--- src/rtl/sensor_ctrl_reg.sv ---
module sensor_ctrl_reg #(
  parameter int DW = 16,
  parameter int IW = 16
) (
  input  logic          clk,
  input  logic          rst_n,
  input  logic          wr_en,
  input  logic [DW-1:0] wr_data,
  input  logic          standby_pin,
  input  logic [IW-1:0] integ_time,
  output logic [DW-1:0] rd_data,
  output logic          soft_rst,
  output logic          restart_pulse,
  output logic          lowpower_req,
  output logic          pad_oe,
  output logic          frame_hold
);
  localparam int B_RST = 0;
  localparam int B_GO  = 1;
  localparam int B_SBY = 2;
  localparam int B_SPR = 3;
  localparam int B_DIS = 4;
  localparam int B_DRV = 5;
  localparam int USED  = 6;

  logic          rst_q, sby_q, spr_q, dis_q, drv_q, go_q, oe_q;
  logic [IW-1:0] cnt_q;

  logic unused_hi;
  assign unused_hi = ^wr_data[DW-1:USED];

  wire set_rst  = wr_en && wr_data[B_RST];
  wire to_dflt  = rst_q || set_rst;
  wire take     = wr_en && !to_dflt;
  wire go       = take && wr_data[B_GO];

  always_ff @(posedge clk or negedge rst_n) begin
    if (!rst_n) rst_q <= 1'b0;
    else if (wr_en) rst_q <= wr_data[B_RST];
  end

  always_ff @(posedge clk or negedge rst_n) begin
    if (!rst_n) begin
      sby_q <= 1'b0; spr_q <= 1'b0; dis_q <= 1'b0; drv_q <= 1'b0;
    end else if (to_dflt) begin
      sby_q <= 1'b0; spr_q <= 1'b0; dis_q <= 1'b0; drv_q <= 1'b0;
    end else if (take) begin
      sby_q <= wr_data[B_SBY];
      spr_q <= wr_data[B_SPR];
      dis_q <= wr_data[B_DIS];
      drv_q <= wr_data[B_DRV];
    end
  end

  always_ff @(posedge clk or negedge rst_n) begin
    if (!rst_n) go_q <= 1'b0;
    else        go_q <= go;
  end

  always_ff @(posedge clk or negedge rst_n) begin
    if (!rst_n)             cnt_q <= '0;
    else if (to_dflt)       cnt_q <= '0;
    else if (go)            cnt_q <= integ_time;
    else if (cnt_q != '0)   cnt_q <= cnt_q - 1'b1;
  end

  always_ff @(posedge clk or negedge rst_n) begin
    if (!rst_n) oe_q <= 1'b0;
    else        oe_q <= !dis_q && !(standby_pin && !drv_q);
  end

  always_comb begin
    rd_data        = '0;
    rd_data[B_RST] = rst_q;
    rd_data[B_SBY] = sby_q;
    rd_data[B_SPR] = spr_q;
    rd_data[B_DIS] = dis_q;
    rd_data[B_DRV] = drv_q;
  end

  assign soft_rst      = rst_q;
  assign restart_pulse = go_q;
  assign lowpower_req  = sby_q;
  assign pad_oe        = oe_q;
  assign frame_hold    = rst_q || (cnt_q != '0);
endmodule


--- config.mk ---
export PLATFORM = sky130hd
export DESIGN_NAME = sensor_ctrl_reg
export DESIGN_NICKNAME = d
export VERILOG_FILES = /design/src/rtl/sensor_ctrl_reg.sv
export SDC_FILE = /design/constraint.sdc
export NUM_CORES = 1
export LEC_CHECK = 0
export BUFFER_PORTS_ARGS = -buffer_cell sky130_fd_sc_hd__buf_2
export CAP_MARGIN = 5
export CORE_UTILIZATION = 30
export DETAILED_ROUTE_END_ITERATION = 6
export GPL_TIMING_DRIVEN = 0
export PLACE_DENSITY = 0.62
export SLEW_MARGIN = 20
export SYNTH_ARGS = -nofsm -noshare
export SYNTH_HDL_FRONTEND = slang
export SYNTH_SLANG_ARGS = --single-unit
--- constraint.sdc ---
create_clock -name clk -period 3.5 [get_ports clk]
set_input_delay 0.7 -clock clk [delete_from_list [all_inputs] [get_ports clk]]
set_output_delay 0.7 -clock clk [all_outputs]
set_load 0.01 [all_outputs]
==> flow_summary_export.csv <==
group,metric,value,unit
logic_synthesis,synth_area_leaders,"dfrtp_1 41%, buf_4 8.6%, nor2_1 7.0%, xnor2_1 5.0%, a211oi_1 4.3%",
drt,dr.pass1.iters,4,
pwr,p_leak,0.825,nW
drt,routed_via_density,4.50,
final_layout,area_delta_synth_final,23.2,%
logic_synthesis,ys_seq_area_share,41.4,%
global_route,grt.total_usage,11.9,%
logic_synthesis,syn-cell-area,1390,um2
final_layout,nFillCells,456,
sta,fin_worst_skew,0.00138,ns
floorplanning,row_count,24,
final_layout,final_cells,242,
min_path,hp-class,"input pin to asynchronous set/reset pin",
drt,drt_wl_total,2740,um
setup_path,cp_top_family,"simple AND/OR/NAND/NOR gates",
logic_synthesis,synth_cell_type_count,35,
placement,io_buffer_count,35,
drt,drtIter0Drc,45,
logic_synthesis,synth_edf_count,0,
drt,via_count,1089,
setup_path,path_cells,"inv_1 -> ha_1 -> nor3b_4 -> nand3_2 -> or3_1 -> buf_2",
floorplanning,die_y,70.1,um
setup_path,arrival,2.07,ns
sta,rsz0062_at_grt,"false",
clock_network,post_cts_resized,0,
setup_path,cp-start-kind,"flop",
global_route,grt_pass1_vias,1006,
setup_path,critPathRequiredTime,2.80,ns
clock_network,cts_tree,"done",
logic_synthesis,synth.largest_area_cell,"dfrtp_1",
clock_network,clk_latency,0.26,ns
floorplanning,start_util,31.5,%
logic_synthesis,postSynthCellCount,141,
logic_synthesis,ys_ff_latch,23,
clock_network,htreeDepth,1,
pwr,power.switching,0.488,mW
clock_network,clockBufferDepth,2,
logic_synthesis,ys_warn_count,0,
setup_path,worst_path_largest_cell_delay,0.46,ns
setup_path,slowest_stage,"dfrtp_1",
global_route,gr-total-overflow,0,
job,drv_cap,0,
setup_path,r2r_start,"cnt_q[0]$_DFFE_PN0P_",
setup_path,worstSetupPathType,"flop to output pin",
logic_synthesis,ys.flop_type,"dfrtp_1",
pwr,p_int,0.696,mW
sta,tightestPinTransition,0.507,ns
placement,place_hpwl,2120,um
clock_network,ctsRootBufferMaster,"clkbuf_8",
sta,hold_violations,0,
pwr,clock_power_share,13.6,%
floorplanning,die_area,4910,um2
drt,ant_nets,0,
placement,dp.cells,238,
sta,finalCriticalPeriod,2.77,ns
drt,drc,0,
logic_synthesis,syn_avg_cell_area,9.87,um2
floorplanning,io_pins,57,
clock_network,holdBufCountCts,0,
logic_synthesis,synth_async_sr_flop_share,100,%
placement,place_congestion,0.730,
sta,slew_headroom,66.2,%
pwr,netSwitchingFraction,41.2,%
global_route,grt_pass1_wl,4690,um
clock_network,cts_setup_buffers,0,
sta,setup_violations,0,
floorplanning,core_area,4410,um2
setup_path,cp.buffers_inverters,2,
final_layout,drive_above_1_share,37.4,%
setup_path,crit_path_end_kind,"output pin",
pwr,ir_drop,0.200,mV
floorplanning,die_w,70.1,um
pwr,pwr-share-comb,50.1,%
sta,fmax,0.360,GHz
pwr,power.density,691,nW/um2
clock_network,clkTransAtPathRegs,0.08,ns
setup_path,rr_endpoint,"cnt_q[10]$_DFFE_PN0P_",
global_route,grt_max_degree,24,
setup_path,reg2reg_slack,1.44,ns
logic_synthesis,netlist.area_leader.share,41.4,%
setup_path,rr_worst_depth,7,
pwr,p_seq_share,36.3,%
final_layout,n_antenna_cell,0,
sta,fin_setup_tns,0,ns
status,status,"complete, no violations",
sta,layout_worst_path_cycle_share,79.3,%
drt,drt-wirelength-per-cell,11.3,um
sta,slew_violations,0,
clock_network,clock-sinks,23,
setup_path,path_max_fanout,5,
final_layout,nets,228,
global_route,antenna_found_initial,0,
clock_network,cts-buffers-inserted,3,
-- cells by family (layout without fill, tap and decap cells) --
| group | Yosys count | after routing | share of synthesized area (%) |
|---|---|---|---|
| muxes | 1 | 1 | 0.809 |
| AOI/OAI and AO/OA | 23 | 23 | 14.0 |
| buffers and inverters | 24 | 63 | 11.5 |
| xor gates and xnor gates | 11 | 11 | 6.93 |
| and+or+nand+nor | 57 | 57 | 24.2 |
| adders and majority gates | 1 | 1 | 0.899 |
| DFF | 23 | 23 | 41.4 |
| other | 1 | 11 | 0.270 |
-- through the flow --
step	hold WS, ns	util (%)	power (mW)	cell area, um2	setup slack, ns
floorplan	0.404	-	0.907	1430	1.29
global placement	0.444	37.8	1.02	1670	1.04
detailed placement	0.444	37.8	1.03	1670	1.01
CTS	0.419	38.8	1.20	1710	0.709
global route	0.441	38.8	1.28	1710	0.626
finish	0.400	38.8	1.18	1710	0.725
-- worst max-delay path by stage --
stage | depth (start not counted) | from | slack (ns) | end
2_1_floorplan | 5 | cnt_q[0]$_DFFE_PN0P_ | 1.29 | frame_hold
3_3_place_gp | 6 | cnt_q[0]$_DFFE_PN0P_ | 1.04 | frame_hold
3_5_place_dp | 6 | cnt_q[0]$_DFFE_PN0P_ | 1.01 | frame_hold
4_1_cts | 6 | cnt_q[0]$_DFFE_PN0P_ | 0.71 | frame_hold
5_1_grt | 6 | cnt_q[0]$_DFFE_PN0P_ | 0.63 | frame_hold
6_report | 6 | cnt_q[0]$_DFFE_PN0P_ | 0.73 | frame_hold
-- power by group through the flow --
stage          combinational (mW)  clock [mW]  sequential [mW]
6_report                    0.593       0.161            0.430
5_1_grt                     0.658       0.178            0.442
3_3_place_gp                0.591           0            0.432
4_1_cts                     0.603       0.168            0.431
3_5_place_dp                0.596           0            0.436
2_1_floorplan               0.486           0            0.421
-- cell usage after synthesis (all sizes together) (3+ instances only) --
library cell	instances
a211oi	11
a21oi	5
buf	19
dfrtp	23
inv	4
nand2	8
nand3	4
nand4	3
nor2	26
nor2b	4
nor3	5
xnor2	8
xor2	3
-- flip-flops by register name, indices dropped and copies added (netlist names) --
signal and flops:
spr_q 1, lowpower_req 1, drv_q 1, cnt_q 16, pad_oe 1, dis_q 1, soft_rst 1, restart_pulse 1
-- placed cells by master, fill, tap and decap left out, types with 3 or more instances in the layout --
cell	netlist	layout
buf_2	2	37
nor2_1	26	26
dfrtp_1	23	23
buf_4	16	16
conb_1	1	11
nand2_1	8	8
xnor2_1	8	8
a211oi_1	8	8
a21oi_1	5	5
nor2b_1	4	4
inv_1	3	3
nand4_1	3	3
a211oi_2	3	3
xor2_1	3	3
clkbuf_8	0	3
-- area by class of cell --
type | instances | area [um2] | area share (%)
Multi-Input combinational cell | 104 | 693 | 40.4
Sequential cell | 23 | 576 | 33.6
Timing Repair Buffer | 35 | 175 | 10.2
Buffer | 20 | 145 | 8.47
Tap cell | 52 | 65.1 | 3.80
Clock buffer | 4 | 45.0 | 2.63
Inverter | 4 | 15.0 | 0.876
-- layer usage --
metal	wire length, um	global-route usage [%]	up-vias	share of wire, %
met1	1250	15.9	508	46
li1	-	-	557	-
met2	1360	19.0	19	50
met5	0	0	-	0
met4	53	5.33	0	1.9
met3	70	1.59	5	2.6
-- worst reg2reg max path: stages, from the launching register on --
cell	delay, ns
dfrtp_1	0.46
inv_1	0.09
ha_1	0.18
nor3b_4	0.32
nand3_2	0.23
o31ai_4	0.39
buf_6	0.21
a211oi_1	0.06
Note: power is estimated with default switching activity, not from simulation.
